$ cat config.mk
export PLATFORM = sky130hd
export DESIGN_NAME = sched_runctl
export DESIGN_NICKNAME = d
export VERILOG_FILES = /design/src/rtl/sched_pkg.sv /design/src/rtl/frame_clock.sv /design/src/rtl/runctl_fsm.sv /design/src/rtl/sched_runctl.sv
export SDC_FILE = /design/constraint.sdc
export NUM_CORES = 1
export LEC_CHECK = 0
export ABC_CLOCK_PERIOD_IN_PS = 3050
export BUFFER_PORTS_ARGS = -buffer_cell sky130_fd_sc_hd__buf_2
export CAP_MARGIN = 20
export CORE_AREA = 10 10 77 79
export CTS_CLUSTER_SIZE = 14
export DETAILED_ROUTE_END_ITERATION = 16
export DIE_AREA = 0 0 87 89
export PLACE_DENSITY = 0.74
export SETUP_SLACK_MARGIN = 0.05
export SYNTH_ARGS = -nofsm -noshare
export SYNTH_HDL_FRONTEND = slang
export SYNTH_HIERARCHICAL = 1
export SYNTH_SLANG_ARGS = --single-unit
$ cat constraint.sdc
create_clock -name clk -period 3.05 [get_ports clk]
set_input_delay 0.305 -clock clk [delete_from_list [all_inputs] [get_ports clk]]
set_output_delay 0.305 -clock clk [all_outputs]
set_load 0.005 [all_outputs]
$ cat src/rtl/sched_pkg.sv
package sched_pkg;

  typedef enum logic [2:0] {
    ST_HALT   = 3'd0,
    ST_RUN    = 3'd1,
    ST_EXEC   = 3'd2,
    ST_WAIT   = 3'd3,
    ST_WSTEP  = 3'd4,
    ST_LFETCH = 3'd5
  } ctl_state_t;

  // next timer value within a frame of 'ticks' cycles
  function automatic int unsigned tick_next(input int unsigned t, input int unsigned ticks);
    return (t + 1 >= ticks) ? 0 : t + 1;
  endfunction

  // frame number advance modulo 2**bits
  function automatic int unsigned frame_next(input int unsigned fn, input int unsigned bits);
    return (fn + 1) % (32'd1 << bits);
  endfunction

endpackage

$ cat src/rtl/frame_clock.sv
module frame_clock #(
  parameter int unsigned TICKS_PER_FRAME = 48000,
  parameter int unsigned FRAME_BITS      = 10,
  parameter int unsigned TW              = 16
) (
  input  logic                  clk,
  input  logic                  rst,
  input  logic                  count_en,
  input  logic                  tmr_clr,
  input  logic                  fnum_wr,
  input  logic [FRAME_BITS-1:0] fnum_wdata,
  output logic [TW-1:0]         timer,
  output logic [FRAME_BITS-1:0] frame_num,
  output logic                  sof
);
  localparam logic [TW-1:0] LAST_TICK = TW'(TICKS_PER_FRAME - 1);

  assign sof = count_en && (timer == LAST_TICK);

  always_ff @(posedge clk) begin
    if (rst) begin
      timer     <= '0;
      frame_num <= '0;
    end else begin
      if (tmr_clr)
        timer <= '0;
      else if (count_en)
        timer <= TW'(sched_pkg::tick_next(32'(timer), TICKS_PER_FRAME));
      if (sof)
        frame_num <= FRAME_BITS'(sched_pkg::frame_next(32'(frame_num), FRAME_BITS));
      else if (fnum_wr && !count_en)
        frame_num <= fnum_wdata;
    end
  end


  sof_adv_chk: assert property (@(posedge clk) disable iff (rst)
    sof |=> frame_num == FRAME_BITS'($past(frame_num) + 1'b1));

endmodule

$ cat src/rtl/runctl_fsm.sv
module runctl_fsm (
  input  logic clk,
  input  logic rst,
  input  logic cmd_wr,
  input  logic cmd_run,
  input  logic cmd_dbg,
  input  logic desc_valid,
  input  logic desc_active,
  input  logic desc_last,
  input  logic exec_done,
  input  logic sof,
  output logic fetch_en,
  output logic run_bit,
  output logic dbg_bit,
  output logic halted,
  output logic count_en,
  output logic tmr_clr
);
  import sched_pkg::*;

  ctl_state_t state, state_nx;
  logic fetch_take, act_take, hw_clr, run_nx, dbg_nx;

  assign fetch_en   = (state == ST_RUN) || (state == ST_LFETCH);
  assign fetch_take = fetch_en && desc_valid;
  assign act_take   = (state == ST_RUN) && fetch_take && desc_active;
  assign hw_clr     = act_take && dbg_bit;
  assign run_nx     = (cmd_wr ? cmd_run : run_bit) && !hw_clr;
  assign dbg_nx     = cmd_wr ? cmd_dbg : dbg_bit;
  assign halted     = (state == ST_HALT);
  assign count_en   = !halted;
  assign tmr_clr    = (state != ST_HALT) && (state_nx == ST_HALT) && !dbg_nx;

  always_comb begin
    state_nx = state;
    case (state)
      ST_HALT:   if (cmd_wr && cmd_run) state_nx = ST_RUN;
      ST_RUN:    if (act_take) state_nx = ST_EXEC;
                 else if (!run_nx) state_nx = ST_HALT;
      ST_EXEC:   if (exec_done) begin
                   if (!run_nx) state_nx = (dbg_nx && desc_last) ? ST_WSTEP : ST_HALT;
                   else         state_nx = desc_last ? ST_WAIT : ST_RUN;
                 end
      ST_WAIT:   if (sof) state_nx = run_nx ? ST_RUN : ST_HALT;
                 else if (!run_nx) state_nx = ST_HALT;
      ST_WSTEP:  if (sof) state_nx = ST_LFETCH;
      ST_LFETCH: if (fetch_take) state_nx = ST_HALT;
      default:   state_nx = ST_HALT;
    endcase
  end

  always_ff @(posedge clk) begin
    if (rst) begin
      state   <= ST_HALT;
      run_bit <= 1'b0;
      dbg_bit <= 1'b0;
    end else begin
      state   <= state_nx;
      run_bit <= run_nx;
      dbg_bit <= dbg_nx;
    end
  end


  step_clear_chk: assert property (@(posedge clk) disable iff (rst)
    (act_take && dbg_bit) |=> !run_bit && !fetch_en);


  no_abort_chk: assert property (@(posedge clk) disable iff (rst)
    (state == ST_EXEC && !exec_done) |=> (state == ST_EXEC));


  clr_wins_chk: assert property (@(posedge clk) disable iff (rst)
    (act_take && dbg_bit && cmd_wr && cmd_run) |=> !run_bit);


  skip_chk: assert property (@(posedge clk) disable iff (rst)
    ((state == ST_RUN) && fetch_take && !desc_active && !cmd_wr) |=> fetch_en && run_bit);

endmodule

$ cat src/rtl/sched_runctl.sv
module sched_runctl #(
  parameter int unsigned TICKS_PER_FRAME = 48000,
  parameter int unsigned FRAME_BITS      = 10,
  localparam int unsigned TW = (TICKS_PER_FRAME > 1) ? $clog2(TICKS_PER_FRAME) : 1
) (
  input  logic                  clk,
  input  logic                  rst,
  input  logic                  cmd_wr,
  input  logic                  cmd_run,
  input  logic                  cmd_dbg,
  input  logic                  fnum_wr,
  input  logic [FRAME_BITS-1:0] fnum_wdata,
  input  logic                  desc_valid,
  input  logic                  desc_active,
  input  logic                  desc_last,
  input  logic                  exec_done,
  output logic                  fetch_en,
  output logic                  run_bit,
  output logic                  dbg_bit,
  output logic                  halted,
  output logic                  sof,
  output logic [TW-1:0]         frame_timer,
  output logic [FRAME_BITS-1:0] frame_num
);
  logic count_en, tmr_clr;

  runctl_fsm u_fsm (
    .clk(clk), .rst(rst), .cmd_wr(cmd_wr), .cmd_run(cmd_run), .cmd_dbg(cmd_dbg),
    .desc_valid(desc_valid), .desc_active(desc_active), .desc_last(desc_last),
    .exec_done(exec_done), .sof(sof), .fetch_en(fetch_en), .run_bit(run_bit),
    .dbg_bit(dbg_bit), .halted(halted), .count_en(count_en), .tmr_clr(tmr_clr)
  );

  frame_clock #(
    .TICKS_PER_FRAME(TICKS_PER_FRAME), .FRAME_BITS(FRAME_BITS), .TW(TW)
  ) u_clk (
    .clk(clk), .rst(rst), .count_en(count_en), .tmr_clr(tmr_clr),
    .fnum_wr(fnum_wr), .fnum_wdata(fnum_wdata),
    .timer(frame_timer), .frame_num(frame_num), .sof(sof)
  );


  freeze_chk: assert property (@(posedge clk) disable iff (rst)
    (halted && $past(halted)) |-> $stable(frame_timer) && $stable(frame_num) || $past(fnum_wr));


  frnum_hold_chk: assert property (@(posedge clk) disable iff (rst)
    (!halted && !sof) |=> frame_num == $past(frame_num));


  halt_clear_chk: assert property (@(posedge clk) disable iff (rst)
    (halted && cmd_wr && cmd_run) |=> !halted && run_bit && fetch_en);


  stop_reset_chk: assert property (@(posedge clk) disable iff (rst)
    ($rose(halted) && !dbg_bit) |-> frame_timer == '0);

endmodule

==> run summary, run 1 <==
Leak -> 0.00108 uW
Skew final -> 6.58 ps
Count of pins over their slew limit -> 0
Overall routing resource usage -> 15.3%
First-pass GRT wire length -> 9830 um
Post-synth EDFFs -> 0
CTS Hold Bufs -> 0
Cell count after synthesis -> 254
Layout area overhead -> 25.5%
Post-synthesis instance area -> 0.00208 sq mm
Reg area -> 623 sq um
Final Hold Fails -> 0
DRC violation count after routing -> 0
Antenna violations before repair -> 0
Final Worst Setup Slack -> 207 ps
Clk pwr share -> 41.8%
Post-detail-place hpwl -> 4410 um
Post-synthesis cell type count -> 63
Maximum vdd drop -> 0.327 mV
Endpoints failing setup -> 0
Period utilization -> 93.2%
Latest clock arrival within the worst-skew pair -> 280 ps
Worst-path clk slew -> 70 ps
Fillers -> 421
Met1 usage -> 18.0%
HP Class -> primary input to flip-flop
Final Core Density -> 57.5%
Fin Setup TNS -> 0 ps
GRT Residual Overflow -> 0
Fmax -> 352 MHz
Met3 Resource Use GR -> 3.65%
CTS max path bufs -> 2
Die Area -> 0.00774 sq mm
Maxcap violations -> 0
Placed inst area -> 0.00246 sq mm
Row count -> 25
Critical Path Source Type -> flip-flop
Final ANT Viol Nets -> 0
Initial drt markers -> 228
DR vias/cell -> 5.98
Synthesis Warnings -> 6
GPL Wtd Cong -> 0.892
Synth area leader -> dfxtp_1
RSZ-0062 raised after global routing -> no
Seq pwr share -> 42.7%
Met2 GRT Util -> 26.3%
Post-synth ARST share -> 0%
Ports -> 51
Fraction of layout cells with a size suffix above 1 -> 33.3%
Post-synthesis register bit count -> 31
Endpoint class of the critical path -> flip-flop
Final wirelength -> 6040 um
Die Y -> 89 um
Sw Ratio -> 26.0%
Post-Place Setup Slack -> 122 ps
Sequential area share after synthesis -> 29.9%
Tot Pwr -> 1020 uW
Multi-input gate area in the final layout -> 0.00135 sq mm
Final min period -> 2840 ps
Final net count -> 340
Pint -> 752 uW
Core Region -> 0.00454 sq mm
Critical Path AT -> 3010 ps
Clk sinks -> 31
CTS Buf Count -> 5
Chip width -> 87 um
Post-route cell area -> 0.00261 sq mm
Worst Path Max Fanout -> 9
Mean Syn Cell Area -> 8.18 sq um
Largest net degree at the start of global routing -> 18
CTS root buffer -> clkbuf_8
Vias post-DR -> 2225
Vias in the first global route -> 2169
Critical path class -> flip-flop to flip-flop
Yosys top cell area share -> 29.9%
Synth top area cells -> dfxtp_1 30%, nand2_1 4.7%, a21oi_1 4.6%
Worst slew margin -> 56.1%
DRT Pass-1 Iters -> 7
H-tree Lvls -> 2
Post-synthesis net count -> 277
# diodes -> 0
Starting Density -> 45.8%
Port Buf Inserts -> 50
Critical path required time -> 3220 ps
Synth Flop Type -> dfxtp_1
P_sw -> 264 uW
Routed wire length per instance -> 16.2 um
Comb pwr share -> 15.6%
Status -> completed
Worst-margin pin slew -> 650 ps
TritonCTS clock tree -> done
Grt peak-use layer -> met2
Pwr Density -> 390 mW/mm^2
final timing paths:
kind	cells past startpoint	endpoint	startpoint	slack, ps
max reg2reg	13	u_clk/timer[6]	u_fsm/state[2]	210
min	3	u_clk/frame_num[9]	fnum_wdata[9]	300
max	13	u_clk/timer[6]	u_fsm/state[2]	210
min reg2reg	1	u_fsm/run_bit	u_fsm/dbg_bit	470
Yosys cell counts (2+ instances only):
cell,number
nand4_1,9
or3_1,5
nor2b_1,2
nand4_2,2
a31o_1,4
o21ai_1,2
inv_1,11
nand2b_1,2
and3_2,3
buf_6,2
nand2_1,26
a211oi_1,5
or2_2,2
clkbuf_8,2
a31oi_1,3
xnor2_1,4
ha_1,3
a21oi_1,19
and3_1,8
and4_1,2
nor3_1,6
buf_4,2
clkbuf_1,7
nor4_1,3
o31ai_1,2
a32oi_1,5
or4_1,3
and2_1,2
dfxtp_1,31
nand3b_1,2
o21ai_0,16
xor2_1,3
a211oi_2,4
nor2_1,14
nand3_1,10
power groups by stage:
| stage | sequential (uW) | clock [uW] | combinational (uW) |
|---|---|---|---|
| 4_1_cts | 433 | 430 | 152 |
| 6_report | 433 | 424 | 158 |
| 2_1_floorplan | 446 | 0 | 87.3 |
| 3_3_place_gp | 442 | 0 | 149 |
| 5_1_grt | 436 | 445 | 175 |
| 3_5_place_dp | 442 | 0 | 151 |
stage by stage:
stage | instances | hold WS (ps)
5_1_grt | 372 | 318
3_3_place_gp | 362 | 448
4_1_cts | 370 | 298
6_report | 372 | 297
2_1_floorplan | 254 | 377
3_5_place_dp | 362 | 457
layout make-up:
cell class                      instances  area share [%]
Timing Repair Buffer                   70            15.4
Inverter                               12            1.78
Clock inverter                          2            1.34
Sequential cell                        31            23.9
Multi-Input combinational cell        197            51.9
Clock buffer                            6            3.17
Tap cell                               54            2.59
layer usage:
metal	vias to the layer above	part of all wire (%)	wire, um
li1	1078	-	-
met1	1030	42	2560
met2	105	48	2920
met3	12	8.1	492
met4	0	1.2	71
met5	-	0	0
cells in the final DEF (no fill, tap or decap), drive strengths merged, types with 9 or more instances in the layout:
master,count
inv,11
nor2,15
nand3,11
buf,70
dfxtp,31
and3,11
o21ai,18
a21oi,19
nand2,26
nand4,11
a211oi,9
critical path, cell delays in order (launching register included):
cell and delay, ps:
dfxtp_1 340, or3_4 120, nand4b_1 90, or4_1 530, or2_2 310, clkinv_2 50
nand2b_1 100, a211oi_2 70, a211oi_2 230, nor4b_4 300, nor2_4 130, o311ai_4 150
a211oi_1 90, a31o_1 200
what timing repair did:
item | in CTS | in global routing
gates resized for setup | 0 | 1
setup buffers | 0 | 1
hold endpoints to repair | 0 | 0
setup endpoints to repair | 0 | 11
registers in the layout (all words and copies together) (netlist names):
name / cells
u_fsm/dbg_bit: 1
u_clk/timer: 16
u_clk/frame_num: 10
u_fsm/run_bit: 1
u_fsm/state: 3
cells by family (layout without fill, tap and decap cells):
group	count (synthesis)	after routing	share of synthesized area, %
AOI/OAI and AO/OA	73	74	25.3
buffers and inverters	27	90	7.22
DFF	31	31	29.9
muxes	3	3	2.11
adders and majority gates	3	3	1.81
xor gates and xnor gates	7	7	2.95
and+or+nand+nor	110	110	30.7
(Power assumes the default switching activity.)
==> run 2: changes to the inputs <==
- ABC_AREA: default -> 1
- CORE_AREA: 10 10 77 79 -> 10 10 80 82
- DIE_AREA: 0 0 87 89 -> 0 0 90 92
==> run summary, run 2 <==
Status -> completed
Most used cell, CP -> inv_1
Post-route cell area -> 0.00269 sq mm (+3.0%)
Worst Path Max Fanout -> 10 (+1)
Post-synthesis net count -> 368 (+33%)
Critical Path Source Type -> flip-flop
Post-synth EDFFs -> 0 (unchanged)
Post-synthesis instance area -> 0.00227 sq mm (+9.3%)
Synth Area in Simple Gates -> 43.5% (+13 points)
Most frequent cells in the layout -> 88 x nand2_1, 50 x buf_2, 47 x nor2_1
Pwr Density -> 365 mW/mm^2 (-6.4%)
Critical path required time -> 3240 ps (+20 ps)
Final net count -> 421 (+24%)
Core Region -> 0.00491 sq mm (+8.3%)
Synth Flop Type -> dfxtp_1
Largest Register -> u_clk/timer
Most frequent cells after synthesis -> 88 x nand2_1, 47 x nor2_1, 32 x inv_1, 31 x dfxtp_1, 24 x nand3_1
Adder-cell area share of the yosys netlist -> 1.65% (-0.15 points)
Synthesis Warnings -> 6 (unchanged)
# diodes -> 0 (unchanged)
Worst slew margin -> 60.1% (+4.0 points)
Synth Area in Compound Gates -> 14.3% (-11 points)
DR vias/cell -> 5.06 (-15%)
GPL Wtd Cong -> 0.887 (-0.55%)
Die Y -> 92 um (+3.4%)
Vias in the first global route -> 2351 (+8.4%)
Fraction of layout cells with a size suffix above 1 -> 27.6% (-5.8 points)
Row count -> 26 (+4.0%)
Clk pwr share -> 44.2% (+2.4 points)
Layout area overhead -> 18.2%
Fmax -> 392 MHz (+11%)
Routed wire length per instance -> 13.1 um (-19%)
GRT Residual Overflow -> 0 (unchanged)
Skew final -> 6.17 ps (-0.418 ps)
Largest family of logic cells by synthesized area -> simple AND/OR/NAND/NOR gates
Port Buf Inserts -> 50 (unchanged)
Mean Syn Cell Area -> 6.59 sq um (-20%)
Starting Density -> 46.3% (+0.44 points)
TritonCTS clock tree -> done
Endpoints failing setup -> 0 (unchanged)
Maximum vdd drop -> 0.231 mV (-29%)
Post-synthesis register bit count -> 31 (unchanged)
Largest registers -> u_clk/timer x16, u_clk/frame_num x10, u_fsm/state x3
Commonest non-fill, non-tap cell in the layout -> nand2_1
Crit path cell chain -> nor3_1 > inv_1 > inv_1 > nor4_1 > nand3_1 > inv_1 > nand4_1 > nand2_1 > inv_1 > nand3_1 > nor2_2 > nand2_1 > nor2_1 > nor2_1 > inv_1 > buf_4 > a21oi_2
HP Class -> primary input to flip-flop
DRT Pass-1 Iters -> 4 (-3)
First-pass GRT wire length -> 10700 um (+8.9%)
Clk sinks -> 31 (unchanged)
DRC violation count after routing -> 0 (unchanged)
Max reg flops -> 16 (unchanged)
CTS Buf Count -> 5 (unchanged)
Antenna violations before repair -> 0 (unchanged)
Synth area leader -> dfxtp_1
Ports -> 51 (unchanged)
CTS max path bufs -> 2 (unchanged)
Final wirelength -> 6160 um (+1.9%)
Critical Path AT -> 2740 ps (-270 ps)
Post-synthesis mux area share -> 0% (-2.1 points)
Die Area -> 0.00828 sq mm (+6.9%)
Placed inst area -> 0.00256 sq mm (+4.2%)
Vias post-DR -> 2375 (+6.7%)
Leak -> 0.00108 uW (+0.28%)
Slowest-stage cell, CP -> dfxtp_1
Period utilization -> 83.7% (-9.5 points)
Comb pwr share -> 11.5% (-4.1 points)
Final ANT Viol Nets -> 0 (unchanged)
Latest clock arrival within the worst-skew pair -> 290 ps (about the same)
Post-detail-place hpwl -> 4580 um (+3.9%)
Yosys top cell area share -> 27.3% (-2.5 points)
Worst-margin pin slew -> 596 ps (-53.8 ps)
Initial drt markers -> 158 (-31%)
RSZ-0062 raised after global routing -> no
Largest net degree at the start of global routing -> 33 (+15)
Cell count after synthesis -> 345 (+36%)
P_sw -> 252 uW (-4.6%)
Fin Setup TNS -> 0 ps (unchanged)
Sequential area share after synthesis -> 27.3% (-2.5 points)
Count leader, synth -> nand2_1
Endpoint class of the critical path -> flip-flop
Overall routing resource usage -> 15.1% (-0.18 points)
Seq pwr share -> 44.3% (+1.6 points)
Sw Ratio -> 25.8% (-0.25 points)
Count of pins over their slew limit -> 0 (unchanged)
Synth top area cells -> dfxtp_1 27%, nand2_1 15%, nor2_1 7.8%
H-tree Lvls -> 2 (unchanged)
Pint -> 727 uW (-3.3%)
Synth Area in XOR/XNOR -> 4.24% (+1.3 points)
Critical path class -> flip-flop to flip-flop
Chip width -> 90 um (+3.4%)
Final Hold Fails -> 0 (unchanged)
Maxcap violations -> 0 (unchanged)
Post-synthesis cell type count -> 37 (-41%)
CTS Hold Bufs -> 0 (unchanged)
Final min period -> 2550 ps (-290 ps)
Slowest Stage Delay on Critical Path -> 360 ps (-170 ps)
Post-synth ARST share -> 0% (unchanged)
CTS root buffer -> clkbuf_8
Worst-path clk slew -> 70 ps (about the same)
-- run 2: cell types whose count changed in the layout (fill, tap and decap cells not counted), moves of 10 or more --
cell	before	now
a21oi_2	0	10
buf_4	20	4
inv_1	11	32
nand2_1	26	88
nand3_1	10	24
nand3_2	1	11
nor2_1	14	47
nor2_2	0	10
-- run 2: critical path, delay by kind of cell (launching register included) --
| family | cells | cell delay (ps) |
|---|---|---|
| flip-flops | 1 | 360 |
| AO/OA/AOI/OAI | 1 | 40 |
| buffers and inverters | 6 | 980 |
| AND/OR/NAND/NOR | 10 | 1050 |
-- run 2: cell type report --
class	count	area, sq um
inverters	35	131
multi-input cells	271	1450
flip-flops and latches	31	621
clock inverters	2	35.0
fillers	494	2230
repair buffers	54	280
well taps	70	87.6
clock buffers	6	82.6
-- run 2: repair_timing --
action | in CTS | in global routing
setup buffers | 0 | 1
endpoints found under the hold margin | 0 | 0
gates resized for setup | 0 | 0
setup endpoints to repair | 0 | 8
-- run 2: power groups by stage --
stage	sequential [uW]	combinational, uW	clock [uW]
4_1_cts	434	113	444
2_1_floorplan	442	67.9	0
6_report	434	113	433
3_5_place_dp	443	113	0
3_3_place_gp	442	113	0
5_1_grt	436	128	456
-- run 2: worst paths after layout --
kind,slack [ps],end,startpoint,cells past startpoint
worst min register to register,510,u_clk/frame_num[4],u_clk/frame_num[4],2
worst max-delay path,500,u_clk/timer[3],u_fsm/state[1],17
worst max register to register,500,u_clk/timer[3],u_fsm/state[1],17
worst min-delay path,280,u_clk/frame_num[1],fnum_wdata[1],3
-- run 2: logic make-up after synthesis --
logic type	after synthesis
XOR/XNOR	11
buffers and inverters	43
AO/OA/AOI/OAI	51
adder cells (fa/ha/maj)	3
flip-flops	31
AND/OR/NAND/NOR	206
-- run 2: stage by stage --
step           power [uW]  setup slack (ps)  instances  util (%)  hold WS [ps]
3_5_place_dp          556               392        460      52.1           500
2_1_floorplan         509               315        345         -           374
6_report              979               498        469      54.7           276
5_1_grt              1020               198        469      54.7           280
3_3_place_gp          555               528        460      52.1           484
4_1_cts               991               366        468      54.5           270
-- run 2: layer usage --
| layer | global-route usage, % | share of wire (%) | wire length (um) | vias to the layer above |
|---|---|---|---|---|
| li1 | - | - | - | 1229 |
| met1 | 18.0 | 45 | 2750 | 1075 |
| met2 | 24.9 | 48 | 2930 | 61 |
| met3 | 3.99 | 6.2 | 380 | 10 |
| met4 | 7.03 | 1.5 | 95 | 0 |
| met5 | 0 | 0 | 0 | - |
==> run 3: changes to the inputs <==
- ABC_AREA: 1 -> 0
- ABC_CLOCK_PERIOD_IN_PS: 3050 -> 2350
- CORE_AREA: 10 10 80 82 -> 10 10 74 76
- DIE_AREA: 0 0 90 92 -> 0 0 84 86
- PLACE_DENSITY: 0.74 -> 0.77
- clock period: 3.05 -> 2.35 ns (I/O delays scaled with it)
==> run summary, run 3 (synthesis results as in run 1) <==
Antenna violations before repair -> 0 (unchanged)
Worst-path clk slew -> 70 ps (about the same)
Vias in the first global route -> 2373 (+0.94%)
Final net count -> 365 (-13%)
TritonCTS clock tree -> done
GPL Wtd Cong -> 0.886 (-0.14%)
Worst-margin pin slew -> 536 ps (-60.0 ps)
Commonest non-fill, non-tap cell in the layout -> buf_2
Worst slew margin -> 63.8% (+3.7 points)
Chip width -> 84 um (-6.7%)
Critical path class -> flip-flop to flip-flop
Final Core Density -> 71.4% (+17 points)
Endpoints failing setup -> 16 (+16)
Most frequent cells in the layout -> 50 x buf_2, 45 x buf_4, 26 x nand2_1, 26 x dfxtp_1, 19 x a21oi_1
Overall routing resource usage -> 17.5% (+2.4 points)
Fin Setup TNS -> -4700 ps (-4700 ps)
Final min period -> 2700 ps (+148 ps)
GRT Residual Overflow -> 0 (unchanged)
Fillers -> 320 (-35%)
Met3 Resource Use GR -> 4.45% (+0.45 points)
RSZ-0062 raised after global routing -> yes
Final Worst Setup Slack -> -350 ps (-848 ps)
Core Region -> 0.00397 sq mm (-19%)
Ports -> 51 (unchanged)
CTS Buf Count -> 5 (unchanged)
Failing checks -> setup timing
Leak -> 0.00121 uW (+12%)
Worst Path Max Fanout -> 6 (-4)
Fmax -> 370 MHz (-5.5%)
DRT Pass-1 Iters -> 5 (+1)
Routed wire length per instance -> 16.3 um (+24%)
Starting Density -> 52.3% (+6.1 points)
Post-route cell area -> 0.00284 sq mm (+5.6%)
Maximum vdd drop -> 0.377 mV (+63%)
Final wirelength -> 6410 um (+4.1%)
Met1 usage -> 21.0% (+3.0 points)
Count of pins over their slew limit -> 0 (unchanged)
Row count -> 23 (-12%)
Largest net degree at the start of global routing -> 18 (-45%)
Latest clock arrival within the worst-skew pair -> 280 ps (about the same)
H-tree Lvls -> 2 (unchanged)
First-pass GRT wire length -> 10900 um (+2.3%)
Largest registers -> u_clk/timer x16, u_clk/frame_num x10, u_fsm/state x3
Period utilization -> 115% (+31 points)
CTS max path bufs -> 2 (unchanged)
HP Class -> primary input to flip-flop
Critical path required time -> 2520 ps (-720 ps)
Clk sinks -> 31 (unchanged)
Vias post-DR -> 2348 (-1.1%)
Die Y -> 86 um (-6.5%)
Max reg flops -> 16 (unchanged)
Status -> complete, but fails checks
Initial drt markers -> 252 (+59%)
Endpoint class of the critical path -> flip-flop
Post-detail-place hpwl -> 4720 um (+3.0%)
Grt peak-use layer -> met2
Die Area -> 0.00722 sq mm (-13%)
Critical Path Source Type -> flip-flop
Skew final -> 6.49 ps (+0.321 ps)
Fraction of layout cells with a size suffix above 1 -> 41.4% (+14 points)
Final Hold Fails -> 0 (unchanged)
Placed inst area -> 0.00263 sq mm (+2.9%)
Port Buf Inserts -> 50 (unchanged)
Layout area overhead -> 36.5%
Met2 GRT Util -> 29.6% (+4.7 points)
DRC violation count after routing -> 0 (unchanged)
DR vias/cell -> 5.97 (+18%)
# diodes -> 0 (unchanged)
Pwr Density -> 473 mW/mm^2 (+30%)
Largest Register -> u_clk/timer
CTS root buffer -> clkbuf_8
Maxcap violations -> 0 (unchanged)
Final ANT Viol Nets -> 0 (unchanged)
Critical Path AT -> 2870 ps (+130 ps)
run 3: cell types whose count changed in the layout (fill, tap and decap cells not counted), moves of 7 or more:
cell | before | now
a211oi_2 | 0 | 7
nand2_2 | 8 | 0
a21oi_2 | 10 | 0
nor2_2 | 10 | 2
nand2_1 | 88 | 26
buf_4 | 4 | 45
and3_1 | 0 | 8
inv_1 | 32 | 11
nand3_2 | 11 | 2
o21ai_0 | 9 | 16
nor2_1 | 47 | 12
nand3_1 | 24 | 9
run 3: area by class of cell:
cell class / count / area (sq um) / share of cell area (%)
inverter: 12 / 50.0 / 1.76
sequential: 31 / 627 / 22.1
tap: 50 / 62.6 / 2.21
timing repair buffer: 95 / 588 / 20.7
multi-input combinational: 197 / 1390 / 49.1
clock buffer: 6 / 82.6 / 2.91
clock inverter: 2 / 35.0 / 1.24
run 3: worst max-delay path, stage by stage, from the launching register on:
cell and delay, ps:
dfxtp_2 320, nand3b_1 150, or4_4 530, or2_4 260
clkinv_4 50, nand2b_4 100, a211oi_2 60, a211oi_2 230
nor4b_4 320, nor2_4 110, o311ai_4 150, a21o_2 230
nor2_1 60
run 3: power breakdown:
group	internal (uW)	leakage, uW	switching, uW	total, uW
sequential	546	0.000254	17.2	563
clock	343	0.0000612	203	546
combinational	104	0.000893	128	232
total	992	0.00121	349	1340
run 3: what timing repair did:
action,4_1_cts,5_1_grt
gates resized for setup,3,7
gates cloned,1,0
hold buffers,0,0
setup buffers,2,2
endpoints found under the setup margin,16,16
pin swaps,1,6
run 3: per-layer routing:
layer / wire length, um / share of wire (%) / vias to the layer above
li1: - / - / 1135
met1: 2770 / 43 / 1086
met2: 3050 / 48 / 107
met3: 429 / 6.7 / 20
met4: 159 / 2.5 / 0
met5: 0 / 0 / -
run 3: final timing paths:
path / startpoint / end / slack [ps] / cells past startpoint
worst min register to register: u_fsm/dbg_bit / u_fsm/run_bit / 470 / 1
worst min-delay path: fnum_wdata[9] / u_clk/frame_num[9] / 210 / 3
worst max register to register: u_clk/timer[10] / u_clk/timer[3] / -350 / 12
worst max-delay path: u_clk/timer[10] / u_clk/timer[3] / -350 / 12
run 3: stage by stage:
stage	power (uW)	worst slack, ps	instances	hold WS, ps
after floorplan	698	-327	254	300
after global placement	786	-209	380	451
after detailed placement	789	-351	380	472
after CTS	1340	-361	391	201
after global routing	1400	-432	393	231
final	1340	-350	393	213
